**config.mk**
```make
export PLATFORM = sky130hd
export DESIGN_NAME = tower_serialiser
export DESIGN_NICKNAME = d
export VERILOG_FILES = /design/src/rtl/tser_pkg.sv /design/src/rtl/tser_ram.sv /design/src/rtl/tser_xing_ctrl.sv /design/src/rtl/tser_lane.sv /design/src/rtl/tower_serialiser.sv
export SDC_FILE = /design/constraint.sdc
export NUM_CORES = 1
export LEC_CHECK = 0
export CORE_MARGIN = 2
export CORE_UTILIZATION = 60
export DETAILED_ROUTE_END_ITERATION = 7
export GPL_TIMING_DRIVEN = 0
export PLACE_DENSITY = 0.91
export SLEW_MARGIN = 20
export SYNTH_ARGS = -nofsm -noshare
export SYNTH_HDL_FRONTEND = slang
export SYNTH_HIERARCHICAL = 1
export SYNTH_SLANG_ARGS = --single-unit
```
**constraint.sdc**
```tcl
create_clock -name clk -period 4.5 [get_ports clk]
set_clock_uncertainty 0.05 [all_clocks]
set_input_delay 1.35 -clock clk [delete_from_list [all_inputs] [get_ports clk]]
set_output_delay 1.35 -clock clk [all_outputs]
set_load 0.02 [all_outputs]
```
**src/rtl/tser_pkg.sv**
```systemverilog
package tser_pkg;
  typedef enum logic [1:0] {
    MODE_LIVE = 2'b00,
    MODE_PLAY = 2'b01,
    MODE_CAL  = 2'b10,
    MODE_MUTE = 2'b11
  } mode_e;
endpackage

```
**src/rtl/tser_ram.sv**
```systemverilog
module tser_ram #(
  parameter int W = 10,
  parameter int DEPTH = 16,
  localparam int AW = $clog2(DEPTH)
) (
  input  logic          clk,
  input  logic          we_i,
  input  logic [AW-1:0] waddr_i,
  input  logic [W-1:0]  wdata_i,
  input  logic [AW-1:0] raddr_i,
  output logic [W-1:0]  rdata_o
);
  logic [W-1:0] mem [DEPTH];

  // write port
  always_ff @(posedge clk) begin
    if (we_i) mem[waddr_i] <= wdata_i;
  end

  // registered read port (read-first)
  always_ff @(posedge clk) begin
    rdata_o <= mem[raddr_i];
  end
endmodule

```
**src/rtl/tser_xing_ctrl.sv**
```systemverilog
module tser_xing_ctrl
  import tser_pkg::*;
#(
  parameter int BEATS = 4,
  parameter int DEPTH = 16,
  localparam int AW = $clog2(DEPTH),
  localparam int CNT_W = $clog2(BEATS)
) (
  input  logic             clk,
  input  logic             rst,
  input  mode_e            mode_i,
  input  logic [AW-1:0]    play_last_i,
  input  logic [AW-1:0]    rd_back_i,
  output logic [CNT_W-1:0] beat_o,
  output logic             boundary_o,
  output mode_e            mode_q_o,
  output logic [AW-1:0]    wr_ptr_o,
  output logic             live_wr_o,
  output logic             cal_sel_o,
  output logic [AW-1:0]    rd_addr_o
);
  logic [AW-1:0] play_ptr;

  assign boundary_o = (beat_o == CNT_W'(BEATS-1));
  assign live_wr_o  = boundary_o && (mode_i == MODE_LIVE);

  // one beat before the boundary the read port fetches the playback entry
  assign rd_addr_o = (beat_o == CNT_W'(BEATS-2)) ? play_ptr
                                                 : AW'(wr_ptr_o - rd_back_i - 1'b1);

  always_ff @(posedge clk) begin
    if (rst) begin
      beat_o    <= '0;
      mode_q_o  <= MODE_MUTE;
      wr_ptr_o  <= '0;
      play_ptr  <= '0;
      cal_sel_o <= 1'b0;
    end else begin
      beat_o <= boundary_o ? '0 : beat_o + 1'b1;
      if (boundary_o) begin
        mode_q_o <= mode_i;
        if (mode_i == MODE_LIVE) wr_ptr_o <= wr_ptr_o + 1'b1;
        if (mode_i == MODE_PLAY)
          play_ptr <= (play_ptr == play_last_i) ? '0 : play_ptr + 1'b1;
        else
          play_ptr <= '0;
        cal_sel_o <= (mode_i == MODE_CAL) ? ~cal_sel_o : 1'b0;
      end
    end
  end

  initial assert (DEPTH == (1 << AW)) else $error("DEPTH must be a power of two");

  // the latched mode only moves at a crossing boundary
  p_mode_hold_r10: assert property (@(posedge clk) disable iff (rst)
    !boundary_o |=> $stable(mode_q_o));

  // a live crossing advances the write pointer by one (wrapping)
  p_wr_step_r4: assert property (@(posedge clk) disable iff (rst)
    (boundary_o && mode_i == MODE_LIVE) |=> wr_ptr_o == AW'($past(wr_ptr_o) + 1'b1));

  // outside live crossings the write pointer holds
  p_wr_freeze_r9: assert property (@(posedge clk) disable iff (rst)
    !(boundary_o && mode_i == MODE_LIVE) |=> $stable(wr_ptr_o));

  // the playback loop returns to entry 0 after the last entry
  p_play_wrap_r7: assert property (@(posedge clk) disable iff (rst)
    (boundary_o && mode_i == MODE_PLAY && play_ptr == play_last_i) |=> play_ptr == '0);
endmodule

```
**src/rtl/tser_lane.sv**
```systemverilog
module tser_lane
  import tser_pkg::*;
#(
  parameter int W = 10,
  parameter int BEATS = 4,
  parameter logic [W-1:0] CAL_A = 10'h2AA,
  parameter logic [W-1:0] CAL_B = 10'h155,
  localparam int BEAT_W = (W + BEATS - 1) / BEATS,
  localparam int PAD_W = BEAT_W * BEATS
) (
  input  logic              clk,
  input  logic              rst,
  input  logic              boundary_i,
  input  mode_e             mode_sel_i,
  input  mode_e             mode_q_i,
  input  logic [W-1:0]      live_i,
  input  logic [W-1:0]      play_i,
  input  logic              cal_sel_i,
  output logic [BEAT_W-1:0] ser_o
);
  logic [W-1:0]     word_next;
  logic [PAD_W-1:0] shreg;

  always_comb begin
    unique case (mode_sel_i)
      MODE_LIVE: word_next = live_i;
      MODE_PLAY: word_next = play_i;
      MODE_CAL:  word_next = cal_sel_i ? CAL_B : CAL_A;
      default:   word_next = '0;
    endcase
  end

  always_ff @(posedge clk) begin
    if (rst)             shreg <= '0;
    else if (boundary_i) shreg <= PAD_W'(word_next) << (PAD_W - W);
    else                 shreg <= shreg << BEAT_W;
  end

  assign ser_o = shreg[PAD_W-1 -: BEAT_W];

  // a muted crossing carries only zero beats
  p_mute_silent_r9: assert property (@(posedge clk) disable iff (rst)
    (mode_q_i == MODE_MUTE) |-> ser_o == '0);
endmodule

```
**src/rtl/tower_serialiser.sv**
```systemverilog
module tower_serialiser
  import tser_pkg::*;
#(
  parameter int N_CH = 2,
  parameter int WORD_W = 10,
  parameter int BEATS = 4,
  parameter int DEPTH = 16,
  parameter logic [WORD_W-1:0] CAL_A = 10'h2AA,
  parameter logic [WORD_W-1:0] CAL_B = 10'h155,
  localparam int AW = $clog2(DEPTH),
  localparam int BEAT_W = (WORD_W + BEATS - 1) / BEATS,
  localparam int CH_W = (N_CH > 1) ? $clog2(N_CH) : 1,
  localparam int CNT_W = $clog2(BEATS)
) (
  input  logic                     clk,
  input  logic                     rst,
  input  logic [1:0]               mode_i,
  input  logic [N_CH*WORD_W-1:0]   din_i,
  input  logic [AW-1:0]            play_last_i,
  input  logic                     cfg_we_i,
  input  logic [CH_W-1:0]          cfg_ch_i,
  input  logic [AW-1:0]            cfg_addr_i,
  input  logic [WORD_W-1:0]        cfg_data_i,
  input  logic [AW-1:0]            rd_back_i,
  output logic [N_CH*BEAT_W-1:0]   ser_o,
  output logic                     frame_o,
  output logic [N_CH*WORD_W-1:0]   rd_data_o
);
  mode_e            mode_in, mode_q;
  logic [CNT_W-1:0] beat;
  logic             boundary, live_wr, cal_sel;
  logic [AW-1:0]    wr_ptr, rd_addr;

  assign mode_in = mode_e'(mode_i);
  assign frame_o = (beat == '0);

  tser_xing_ctrl #(.BEATS(BEATS), .DEPTH(DEPTH)) ctrl_i (
    .clk(clk), .rst(rst), .mode_i(mode_in), .play_last_i(play_last_i),
    .rd_back_i(rd_back_i), .beat_o(beat), .boundary_o(boundary),
    .mode_q_o(mode_q), .wr_ptr_o(wr_ptr), .live_wr_o(live_wr),
    .cal_sel_o(cal_sel), .rd_addr_o(rd_addr)
  );

  for (genvar g = 0; g < N_CH; g++) begin : g_ch
    logic              host_we, we;
    logic [AW-1:0]     waddr;
    logic [WORD_W-1:0] wdata, q, live_word;

    assign live_word = din_i[g*WORD_W +: WORD_W];
    // host writes only outside live mode; a live write always wins the port
    assign host_we = cfg_we_i && (cfg_ch_i == CH_W'(g)) &&
                     (mode_q != MODE_LIVE) && !live_wr;
    assign we    = live_wr || host_we;
    assign waddr = live_wr ? wr_ptr : cfg_addr_i;
    assign wdata = live_wr ? live_word : cfg_data_i;

    tser_ram #(.W(WORD_W), .DEPTH(DEPTH)) ram_i (
      .clk(clk), .we_i(we), .waddr_i(waddr), .wdata_i(wdata),
      .raddr_i(rd_addr), .rdata_o(q)
    );

    tser_lane #(.W(WORD_W), .BEATS(BEATS), .CAL_A(CAL_A), .CAL_B(CAL_B)) lane_i (
      .clk(clk), .rst(rst), .boundary_i(boundary), .mode_sel_i(mode_in),
      .mode_q_i(mode_q), .live_i(live_word), .play_i(q), .cal_sel_i(cal_sel),
      .ser_o(ser_o[g*BEAT_W +: BEAT_W])
    );

    assign rd_data_o[g*WORD_W +: WORD_W] = q;
  end
endmodule

```
# == Yosys cells after proc, flatten, opt, wreduce, memory -nomap -nowiden ==
# Memory sizes are Yosys's and may differ from the RTL's. A register that Yosys moved wholly into a read port is not among the register bits.
# Cells that the tools add are included.
# totals
reg_bits,37
ram_bits,320
in_bits,48
output_inout_bits,27
word_cells,56
mem_count,2
# memory_table
name,depth,width,rd,rd_clocked_by_memory_dff,wr,line_no,source
g_ch[0].ram_i.mem,16,10,1,1,1,tser_ram.sv:13,logic [W-1:0] mem [DEPTH];
g_ch[1].ram_i.mem,16,10,1,1,1,tser_ram.sv:13,
# op_classes
add_sub_neg,5
n_eq_ne,5
n_mux,16
n_bitwise,3
reduce_logical,16
# ops
operator,n
case mux 10 bit (3 select lines),2
two-way mux 10 bit,3
two-way mux 12 bit,2
two-way mux 4 bit,4
"adder 4 x 1 -> 4 bit, second input constant",2
logical AND 1 bit,7
"equality test 2 bit, second input constant",3
two-way mux 1 bit,5
equality test 4 bit,1
zero test 2 bit,2
OR reduction 2 bit,2
"subtractor 4 x 1 -> 4 bit, second input constant",1
subtractor 4 bit,1
inverter 1 bit,3
"adder 2 x 1 -> 2 bit, second input constant",1
"equality test 2 x 1 -> 1 bit, second input constant",1
logical OR 1 bit,2
AND reduction 2 bit,1
nonzero test 2 bit,1
zero test 1 bit,1

# == Logic depth before layout (Yosys ltp) ==
# Gate-level depths: netlist (run 1).
# logic_depth
word_depth,7
mapped_depth,10
mapped_depth_nobuf,9

# == Modules after synthesis ==
# Netlist (run 1), hierarchy kept.
# modules_own_cells
mod,n_inst,cells_per_inst,area_per_inst_um2,seq_area_each_um2
tser_ram,2,279,6353.6,5004.8
tser_lane,2,63,560.5,200.2
tser_xing_ctrl,1,83,775.7,260.2
tower_serialiser,1,63,405.4,0.0

# == Worst setup path after synthesis (run 1) ==
# Ideal clock, no wire load.
# synth_path
path_type,input to register
start,input mode_i[1]
end,"memory g_ch[0].ram_i.mem[0][0], enable pin"
setup_ns,0.390
arrival_time_ns,3.329
t_required_ns,4.060
path_slack_ns,0.731
path_stages,5
n_path_buf,1
path_cell_list,nor3b_4 > buf_6 > mux2_4 > or3b_1 > nor3_1
# synth_via
elab_cells_between_ends,8
classes_between,3 x mux; 5 x reduce/logical
# synth_rtl
element,line_no,source
"start, declared",tower_serialiser.sv:17,"input logic [1:0] mode_i,"
zero test 2 bit,tser_xing_ctrl.sv:25,assign live_wr_o = boundary_o && (mode_i == MODE_LIVE);
logical AND 1 bit,tser_xing_ctrl.sv:25,
two-way mux 4 bit,tower_serialiser.sv:54,assign waddr = live_wr ? wr_ptr : cfg_addr_i;
via g_ch[0].waddr[2],tower_serialiser.sv:46,logic [AW-1:0] waddr;
"end, declared",tser_ram.sv:13,
# The timed path passes the listed nets, and every way through them passes these cells.

# == Final worst setup path (run 1) ==
# layout_path
start,input rd_back_i[1]
end,"register g_ch[1].ram_i.rdata_o[2], read port of g_ch[1].ram_i.mem"
# layout_via
elab_chain_cells,3
# layout_rtl
element,line_no,source
"start, declared",tower_serialiser.sv:24,"input logic [AW-1:0] rd_back_i,"
subtractor 4 bit,tser_xing_ctrl.sv:29,: AW'(wr_ptr_o - rd_back_i - 1'b1);
subtractor 4 x 1 -> 4 bit,tser_xing_ctrl.sv:29,
two-way mux 4 bit,tser_xing_ctrl.sv:28,assign rd_addr_o = (beat_o == CNT_W'(BEATS-2)) ? play_ptr
via rd_addr[3],tower_serialiser.sv:32,"logic [AW-1:0] wr_ptr, rd_addr;"
"end, declared",tser_ram.sv:11,output logic [W-1:0] rdata_o
# The timed path passes the listed nets, and every way through them passes these cells.
# A chain may end at the register's enable or synchronous reset.

==> summary.txt, run 1 <==
Run status
  • Status: finished with violations
  • Failing checks: setup timing

Clock network
  • Clock Tree Root: clkbuf_16
  • Post_cts resized: 0
  • H-Tree Depth: 2
  • Skew-Pair Late Insertion Delay: 0.52 ns
  • Clk buf depth: 3
  • CTS sink cnt: 373
  • Setup bufs post-CTS: 0
  • Clock buffer count from CTS: 36
  • Hold_buf cts: 0
  • CTS tree: yes
  • CTS clk-pin slew, worst paths: 0.06 ns

Timing
  • Tcrit/Tclk final: 101%
  • Max-slew violation count: 0
  • Final TNS setup: -0.221 ns
  • Final hold viol count: 0
  • RSZ-0062 raised after global routing: yes
  • Slew HR: 18.4%
  • # setup viols final: 9
  • Slew @ Worst Pin: 1.21 ns
  • Fmax: 219 MHz
  • Setup ws final: -0.0585 ns
  • Tmin final: 4.56 ns

Cells and area
  • Area occupied by multi-input gates: 4050 um2
  • Fill count: 1229
  • Post-layout util: 71.0%
  • Fraction of layout cells with a size suffix above 1: 18.7%
  • Area grow syn2layout: 15.8%
  • Nets: 1004
  • FF/Latch Area: 10700 um2
  • N_diodes: 0

Pwr
  • Sequential Power Share: 50.5%
  • Internal Pwr Total: 5.88 mW
  • Pwr Total: 7.70 mW
  • Power Dens Cells: 443 nW/um2
  • Sw frac: 23.6%
  • Switch Pwr: 1.82 mW
  • Static leakage: 5.86 nW
  • Peak supply drop: 0.338 mV
  • Combinational share of power: 11.9%
  • Clock power frac: 37.6%

Yosys
  • Synth area leaders: edfxtp_1, mux4_2, dfxtp_1
  • Synth warn: 6
  • Leading area contributor after synthesis: edfxtp_1
  • Proportion of synthesized area in mux cells: 14.8%
  • Mean Syn Cell Area: 18.1 um2
  • Post-synthesis xor/xnor area fraction: 0.584%
  • Synth unique cells: 48
  • Post-synth EDFFs: 320
  • Area share of the largest cell type after synthesis: 64.0%
  • Cell area after synthesis: 15000 um2
  • Primary FF master, synth: edfxtp_1
  • Main combinational cell family by area after synthesis: multiplexers
  • Mapped Nets: 886
  • Simple-gate share of the synthesized area: 6.89%
  • Syn Inst Count: 830
  • Share of the synthesized area in compound gates (AO/OA/AOI/OAI): 3.68%
  • Adder-Cell Fraction of Synth Area: 0.717%
  • Async set-reset flop share out of synthesis: 0%
  • Synth Register Bits: 373
  • Sequential share of the synthesized area: 71.1%

Placed design
  • Final HPWL DP: 24000 um
  • RD Place Congestion: 0.855
  • Pre-CTS setup slack: -0.395 ns
  • IO Port Bufs: 74

Routing
  • Vias per cell: 6.97
  • Pre-Repair DR Iteration Count: 6
  • DRC: 0
  • Iter 0 DRT Violations: 1572
  • Vias: 9050
  • Antenna viol nets, final: 0
  • WL/cell: 30.6 um
  • Final WL: 39800 um

Floorplanning
  • Die Height: 162 um
  • I/O pin total: 75
  • Core Rows: 57
  • Die area: 26300 um2
  • Initial Util: 61.4%
  • Core area: 24500 um2
  • Die X: 162 um

GRT
  • Vias in the first global route: 8982
  • Grt ovf: 0
  • All-Layer GR Usage: 30.7%
  • Largest net degree at the start of global routing: 17
  • First-pass GRT wire length: 58200 um
  • Initial antenna violation count: 0

Worst setup path
  • Crit path largest cell delay: 0.93 ns
  • Crit path kind: input port to register
  • CP delay by family, top: compound AO/OA/AOI/OAI gates
  • Critical Path RT: 4.89 ns
  • Startpoint types: input port
  • Crit Path Max Fanout: 10
  • Buf/Inv on CP: 3
  • Critical Path Start: rd_back_i[1]
  • CP arrival: 4.95 ns
  • CP max stage cell: o21ai_0
  • Critical-path cell list: clkdlybuf4s50_1, inv_1, ha_1, a21o_1, a21oi_1, xnor2_1, o21ai_0, nor2b_1, buf_1, a22oi_1, nand2_1
  • CP Capture Type: register
  • RR Startpoint: ctrl_i/beat_o[0]$_SDFF_PP0_

Hold path
  • Hold path start: g_ch[1].lane_i/shreg[5]$_SDFF_PP0_
  • Worst hold path class: register to register

Job
  • # Max-Cap Violations: 0
-- synth_stat cells (3+ instances only) --
| library cell | instances |
|---|---|
| edfxtp_1 | 320 |
| nand2_1 | 71 |
| mux4_2 | 56 |
| dfxtp_1 | 53 |
| nor2_1 | 52 |
| a22oi_1 | 40 |
| mux4_1 | 24 |
| a21oi_1 | 18 |
| nor2b_1 | 17 |
| mux2i_1 | 14 |
| buf_1 | 12 |
| buf_4 | 11 |
| nor3_1 | 10 |
| o21ai_0 | 9 |
| mux2_4 | 8 |
| nand2b_4 | 8 |
| o21a_1 | 8 |
| ha_1 | 7 |
| nand2b_1 | 7 |
| xor2_1 | 7 |
| and2_1 | 6 |
| buf_6 | 6 |
| mux2_2 | 6 |
| nand3b_1 | 6 |
| buf_8 | 5 |
| clkbuf_1 | 5 |
| inv_1 | 5 |
| nand3_1 | 4 |
| buf_2 | 3 |
| clkbuf_2 | 3 |
| xnor2_1 | 3 |
-- worst reg2reg max path, stage by stage (launching register included) --
cell and delay, ns:
dfxtp_1 0.42, ha_1 0.33, clkbuf_2 0.28, nor3b_4 0.47, buf_6 0.25, buf_8 0.17, o21bai_1 0.21, or3b_1 0.47
nor2_1 0.83
-- cell type report --
class / count / share of cell area (%)
Clock buffer: 46 / 5.64
Sequential cell: 373 / 61.4
Buffer: 45 / 1.84
Timing Repair Buffer: 80 / 4.54
Multi-Input combinational cell: 407 / 23.3
Clock inverter: 18 / 0.821
Inverter: 5 / 0.108
Tap cell: 324 / 2.33
-- sequential cells by signal, indices dropped and copies added (netlist names) --
name	count
ctrl_i/mode_q_o	2
g_ch.ram_i/mem	320
ctrl_i/beat_o	2
g_ch.lane_i/shreg	20
g_ch.ram_i/rdata_o	20
ctrl_i/play_ptr	4
ctrl_i/cal_sel_o	1
ctrl_i/wr_ptr_o	4
-- power by group through the flow --
stage,Clock (mW),Combinational [mW],Sequential [mW]
3_3_place_gp,0,0.822,3.95
4_1_cts,2.91,0.893,3.88
2_1_floorplan,0,0.471,3.99
5_1_grt,3.02,0.944,3.89
3_5_place_dp,0,0.859,3.96
6_report,2.90,0.916,3.89
-- through the flow --
stage | hold WS [ns] | std cells | instance area (um2)
after detailed placement | 0.433 | 1234 | 16200
after floorplan | 0.401 | 830 | 15000
final | 0.521 | 1298 | 17400
after global placement | 0.418 | 1228 | 16200
after global routing | 0.538 | 1298 | 17400
after CTS | 0.520 | 1298 | 17400
-- final timing paths --
kind / to / slack [ns] / cells past startpoint
setup / recovery: g_ch[1].ram_i/rdata_o[2]$_DFF_P_ / -0.06 / 11
hold / removal: g_ch[1].lane_i/shreg[8]$_SDFF_PP0_ / 0.52 / 3
setup reg to reg: g_ch[1].ram_i/mem[1][2]$_DFFE_PP_ / 0.65 / 8
hold reg to reg: g_ch[1].lane_i/shreg[8]$_SDFF_PP0_ / 0.52 / 3
-- cell families after synthesis --
kind of cell               count (synthesis)
and+or+nand+nor                          199
DFF                                      373
xor gates and xnor gates                  10
muxes                                    108
buffers and inverters                     50
AOI/OAI and AO/OA                         82
adders and majority gates                  8
-- per-layer routing --
metal	track usage (%)	up-vias	routed length, um
li1	-	3502	-
met1	40.7	4522	13900
met2	49.8	862	19000
met3	6.05	164	4750
met4	14.7	0	2160
met5	0	-	0
-- placed cells by master, fill, tap and decap left out, drive strengths merged, types with 17 or more instances in the layout --
master	n
edfxtp	320
mux4	80
clkdlybuf4s50	74
nand2	71
clkbuf	54
dfxtp	53
nor2	52
buf	43
a22oi	40
a21oi	20
nor2b	17
Power figures use the tool's default switching activity.
==> run 2, diff against run 1 <==
--- a/config.mk
+++ b/config.mk
@@ -5,8 +5,9 @@
 export SDC_FILE = /design/constraint.sdc
 export NUM_CORES = 1
 export LEC_CHECK = 0
-export CORE_MARGIN = 2
+export CORE_MARGIN = 1
 export CORE_UTILIZATION = 60
+export CTS_CLUSTER_SIZE = 16
 export DETAILED_ROUTE_END_ITERATION = 7
 export GPL_TIMING_DRIVEN = 0
 export PLACE_DENSITY = 0.91
==> summary.txt, run 2 (synthesis gave the netlist of run 1 again) <==
Run status
  • Status: complete, no violations

Pwr
  • Peak supply drop: 0.281 mV (-17%)
  • Power Dens Cells: 446 nW/um2 (+0.61%)
  • Static leakage: 5.87 nW (+0.31%)

Clock network
  • Skew-Pair Late Insertion Delay: 0.51 ns (about the same)
  • Clock Tree Root: clkbuf_16
  • Clk buf depth: 3 (unchanged)
  • CTS clk-pin slew, worst paths: 0.06 ns (about the same)
  • CTS tree: yes
  • Hold_buf cts: 0 (unchanged)
  • H-Tree Depth: 2 (unchanged)
  • CTS sink cnt: 373 (unchanged)
  • Clock buffer count from CTS: 35 (-2.8%)
  • Setup bufs post-CTS: 0 (unchanged)

Floorplanning
  • Die area: 25700 um2 (-2.5%)
  • Die X: 160 um (-1.2%)
  • Die Height: 160 um (-1.2%)
  • Core area: 24500 um2 (unchanged)
  • Core Rows: 57 (unchanged)
  • I/O pin total: 75 (unchanged)
  • Initial Util: 61.4% (unchanged)

Routing
  • Iter 0 DRT Violations: 1527 (-2.9%)
  • Final WL: 38800 um (-2.5%)
  • DRC: 0 (unchanged)
  • Vias per cell: 6.92 (-0.80%)
  • Antenna viol nets, final: 0 (unchanged)
  • Pre-Repair DR Iteration Count: 7 (+1)
  • WL/cell: 29.9 um (-2.3%)
  • Vias: 8957 (-1.0%)

GRT
  • Initial antenna violation count: 0 (unchanged)
  • All-Layer GR Usage: 30.5% (-0.20 points)
  • Grt ovf: 0 (unchanged)
  • Largest net degree at the start of global routing: 17 (unchanged)
  • First-pass GRT wire length: 56600 um (-2.8%)
  • Vias in the first global route: 8871 (-1.2%)

Worst setup path
  • CP arrival: 4.50 ns (-0.45 ns)
  • Critical-path cell list: clkdlybuf4s50_1, nor3b_4, buf_6, buf_8, o21bai_1, or3b_1, nor2_1
  • Buf/Inv on CP: 3 (unchanged)
  • Crit path kind: input port to register
  • Crit path largest cell delay: 0.80 ns (-0.13 ns)
  • Crit Path Max Fanout: 10 (unchanged)
  • CP max stage cell: nor2_1
  • CP Capture Type: register
  • Startpoint types: input port
  • Critical Path RT: 4.58 ns (-0.31 ns)
  • CP delay by family, top: simple AND/OR/NAND/NOR gates

Cells and area
  • Post-layout util: 71.1% (+0.092 points)
  • Max reg flops: 320 (unchanged)
  • Most frequent cells in the layout: edfxtp_1, clkdlybuf4s50_1, nand2_1, mux4_2, dfxtp_1
  • Most common cell after layout, fill and taps aside: edfxtp_1
  • N_diodes: 0 (unchanged)
  • Nets: 1004 (unchanged)
  • Area grow syn2layout: 15.9%
  • Fraction of layout cells with a size suffix above 1: 18.1% (-0.56 points)
  • Biggest regs: g_ch.ram_i/mem (320), g_ch.lane_i/shreg (20), g_ch.ram_i/rdata_o (20)
  • Largest Register: g_ch.ram_i/mem

Timing
  • Final TNS setup: 0 ns (+0.221 ns)
  • Fmax: 226 MHz (+3.1%)
  • # setup viols final: 0 (-9)
  • Min Hold Slack: 0.490 ns (-0.0309 ns)
  • Tcrit/Tclk final: 98.3% (-3.0 points)
  • Slew HR: 22.2% (+3.9 points)
  • RSZ-0062 raised after global routing: no
  • Final hold viol count: 0 (unchanged)
  • Max-slew violation count: 0 (unchanged)
  • Tmin final: 4.42 ns (-0.136 ns)
  • Slew @ Worst Pin: 1.15 ns (-0.0573 ns)

Hold path
  • Worst hold path class: register to register

Placed design
  • Final HPWL DP: 23500 um (-1.8%)
  • RD Place Congestion: 0.905 (+5.8%)
  • IO Port Bufs: 74 (unchanged)

Job
  • # Max-Cap Violations: 0 (unchanged)
## run 2: cell types whose count changed in the layout (fill, tap and decap cells not counted), sizes merged
| cell | before | now |
|---|---|---|
| clkinv | 12 | 11 |
| inv | 5 | 6 |
| bufinv | 2 | 4 |
| clkinvlp | 4 | 1 |
| buf | 43 | 44 |
| clkbuf | 54 | 51 |
## run 2: path summary, 6_finish.rpt
kind	slack (ns)	endpoint	start	cells after the start
hold reg to reg	0.49	ctrl_i/beat_o[0]$_SDFF_PP0_	ctrl_i/beat_o[0]$_SDFF_PP0_	1
setup / recovery	0.08	g_ch[1].ram_i/mem[3][8]$_DFFE_PP_	mode_i[0]	7
hold / removal	0.49	ctrl_i/beat_o[0]$_SDFF_PP0_	ctrl_i/beat_o[0]$_SDFF_PP0_	1
setup reg to reg	0.80	g_ch[1].ram_i/mem[3][8]$_DFFE_PP_	ctrl_i/beat_o[1]$_SDFF_PP0_	8
## run 2: per-layer routing
layer  part of all wire [%]  track usage (%)  routed length, um  up-vias
li1                       -                -                  -     3519
met2                     47             48.6              18400      847
met5                      0                0                  0        -
met4                    4.9             13.0               1890        0
met3                     13             6.73               5070      158
met1                     35             41.2              13400     4433
## run 2: worst register-to-register path: cells and delay by family (launching register included)
kind | cells | cell delay, ns
simple gates | 3 | 1.67
buf+inv | 3 | 0.65
flops | 1 | 0.41
fa+ha+maj | 1 | 0.29
compound gates | 1 | 0.24
## run 2: cell type report
cell class | instances | area [um2]
buffer | 45 | 319
clock buffer | 43 | 958
clock inverter | 17 | 184
fill | 1263 | 7060
inverter | 5 | 18.8
multi-input combinational | 407 | 4050
sequential | 373 | 10700
tap | 324 | 405
timing repair buffer | 81 | 797
## run 2: where the power goes
group | switching [mW] | internal (mW) | total, mW
logic | 0.516 | 0.386 | 0.902
clock network | 1.23 | 1.74 | 2.97
registers | 0.0516 | 3.84 | 3.89
total | 1.79 | 5.97 | 7.76
## run 2: per-stage QoR
| step | cells | setup slack, ns | area (um2) | power [mW] |
|---|---|---|---|---|
| after detailed placement | 1235 | -0.436 | 16300 | 4.81 |
| after CTS | 1295 | 0.0292 | 17400 | 7.75 |
| after floorplan | 830 | 0.731 | 15000 | 4.46 |
| after global placement | 1228 | -0.841 | 16200 | 4.77 |
| after global routing | 1295 | 0.00840 | 17400 | 7.92 |
| final | 1295 | 0.0774 | 17400 | 7.76 |
## run 2: timing repair
action	in CTS	in global routing
hold endpoints to repair	0	0
endpoints found under the setup margin	1	10
resized for setup	1	2
==> run 3, diff against run 2 <==
==> constraint.sdc (replaced) <==
create_clock -name clk -period 4.5 [get_ports clk]
set_clock_uncertainty 0.05 [all_clocks]
set_input_delay 0.9 -clock clk [delete_from_list [all_inputs] [get_ports clk]]
set_output_delay 0.9 -clock clk [all_outputs]
set_load 0.02 [all_outputs]
==> summary.txt, run 3 (synthesis gave the netlist of run 1 again) <==
Run status
  • Status: complete, no violations

Placed design
  • Pre-CTS setup slack: 0.0137 ns (+0.450 ns)
  • IO Port Bufs: 74 (unchanged)
  • RD Place Congestion: 0.905 (unchanged)
  • Final HPWL DP: 23500 um (unchanged)
  • Post-Place Cells: 1235 (unchanged)
  • Area after DPL: 16300 um2 (unchanged)

Floorplanning
  • Core Rows: 57 (unchanged)
  • Die Height: 160 um (unchanged)
  • Die X: 160 um (unchanged)
  • Initial Util: 61.4% (unchanged)
  • Die area: 25700 um2 (unchanged)
  • I/O pin total: 75 (unchanged)
  • Core area: 24500 um2 (unchanged)

Pwr
  • Pwr Total: 7.76 mW (about the same)
  • Power Dens Cells: 446 nW/um2 (about the same)
  • Static leakage: 5.87 nW (about the same)
  • Peak supply drop: 0.282 mV (+0.36%)

Worst setup path
  • R2R depth: 8 (unchanged)
  • Crit Path Max Fanout: 10 (unchanged)
  • CP arrival: 4.57 ns (+0.07 ns)
  • Crit path kind: input port to register
  • CP Capture Type: register
  • Startpoint types: input port
  • Critical Path RT: 4.81 ns (+0.23 ns)

Routing
  • Antenna viol nets, final: 0 (unchanged)
  • Iter 0 DRT Violations: 1507 (-1.3%)
  • DRC: 0 (unchanged)
  • WL/cell: 30.0 um (+0.26%)
  • Pre-Repair DR Iteration Count: 5 (-2)
  • DR WL met2: 18400 um (+0.28%)
  • Vias: 8908 (-0.55%)
  • Top Metal Used: met4
  • Vias per cell: 6.88 (-0.55%)
  • WL met3: 4940 um (-2.5%)
  • Final WL: 38900 um (+0.26%)
  • Met1 Wirelength: 13600 um (+1.6%)

Timing
  • Max-slew violation count: 0 (unchanged)
  • Min Hold Slack: 0.490 ns (+0.000146 ns)
  • Slew @ Worst Pin: 1.26 ns (+0.106 ns)
  • Tmin final: 4.25 ns (-0.168 ns)
  • Fmax: 235 MHz (+3.9%)
  • Final TNS setup: 0 ns (unchanged)
  • RSZ-0062 raised after global routing: no
  • Slew HR: 15.0% (-7.2 points)
  • # setup viols final: 0 (unchanged)
  • Tcrit/Tclk final: 94.5% (-3.7 points)
  • Setup ws final: 0.245 ns (+0.168 ns)
  • Final hold viol count: 0 (unchanged)

Clock network
  • Hold_buf cts: 0 (unchanged)
  • Setup bufs post-CTS: 0 (unchanged)
  • CTS sink cnt: 373 (unchanged)
  • Clock Tree Root: clkbuf_16
  • Post_cts resized: 0 (-1)
  • H-Tree Depth: 2 (unchanged)
  • Skew-Pair Late Insertion Delay: 0.51 ns (about the same)
  • CTS tree: yes
  • Clk buf depth: 3 (unchanged)
  • Clock buffer count from CTS: 35 (unchanged)
  • CTS clk-pin slew, worst paths: 0.06 ns (about the same)

GRT
  • Grt ovf: 0 (unchanged)
  • Vias in the first global route: 8871 (unchanged)
  • All-Layer GR Usage: 30.5% (unchanged)
  • Initial antenna violation count: 0 (unchanged)
  • First-pass GRT wire length: 56600 um (unchanged)
  • Largest net degree at the start of global routing: 17 (unchanged)

Cells and area
  • Most frequent cells in the layout: edfxtp_1, clkdlybuf4s50_1, nand2_1, mux4_2, dfxtp_1
  • Biggest regs: g_ch.ram_i/mem (320), g_ch.lane_i/shreg (20), g_ch.ram_i/rdata_o (20)
  • Post-layout util: 71.1% (about the same)
  • Max reg flops: 320 (unchanged)
  • Fraction of layout cells with a size suffix above 1: 17.9% (-0.21 points)
  • Most common cell after layout, fill and taps aside: edfxtp_1
  • Area occupied by multi-input gates: 4040 um2 (-0.12%)
  • FF/Latch Area: 10700 um2 (unchanged)
  • Nets: 1004 (unchanged)
  • Fill count: 1265 (+0.16%)
  • Design Area, Final: 17400 um2 (about the same)
  • Fin cells: 1295 (unchanged)
  • Largest Register: g_ch.ram_i/mem
  • N_diodes: 0 (unchanged)
  • Area grow syn2layout: 15.9% (about the same)

Job
  • # Max-Cap Violations: 0 (unchanged)

Hold path
  • Worst hold path class: register to register
  • Hold Path Depth: 1 (unchanged)
-- run 3: cell count changes in the layout (fill, tap and decap cells not counted) --
| cell | change |
|---|---|
| nor2_1 | +2 |
| nor2_2 | -2 |
| o21ai_0 | +1 |
| o21ai_1 | -1 |
-- run 3: layer usage --
metal | track usage [%] | vias up
li1 | - | 3518
met1 | 41.2 | 4377
met2 | 48.6 | 852
met3 | 6.73 | 161
met4 | 13.0 | 0
met5 | 0 | -
-- run 3: path summary, 6_finish.rpt --
check                                      end  slack, ns                         from
min                ctrl_i/beat_o[0]$_SDFF_PP0_       0.49  ctrl_i/beat_o[0]$_SDFF_PP0_
max reg2reg  g_ch[0].ram_i/mem[3][9]$_DFFE_PP_       0.74  ctrl_i/beat_o[1]$_SDFF_PP0_
min reg2reg        ctrl_i/beat_o[0]$_SDFF_PP0_       0.49  ctrl_i/beat_o[0]$_SDFF_PP0_
max           g_ch[0].ram_i/rdata_o[5]$_DFF_P_       0.25                 rd_back_i[1]
-- run 3: worst max-delay path, cell delays in order --
cell	delay, ns
clkdlybuf4s50_1	0.51
inv_1	0.10
ha_1	0.32
a21o_1	0.17
a21oi_1	0.25
xnor2_1	0.12
o21ai_0	0.98
nor2_1	0.56
a22oi_1	0.51
nand2_1	0.16
-- run 3: where the power goes --
part	switching, mW	total [mW]	internal [mW]
registers	0.0505	3.89	3.84
logic	0.516	0.902	0.386
clock network	1.22	2.97	1.74
-- run 3: layout make-up --
class | count | area share, %
Multi-Input combinational cell | 407 | 23.2
Sequential cell | 373 | 61.3
Tap cell | 324 | 2.33
Buffer | 45 | 1.83
Timing Repair Buffer | 81 | 4.58
Clock inverter | 17 | 1.06
Inverter | 5 | 0.108
Clock buffer | 43 | 5.51
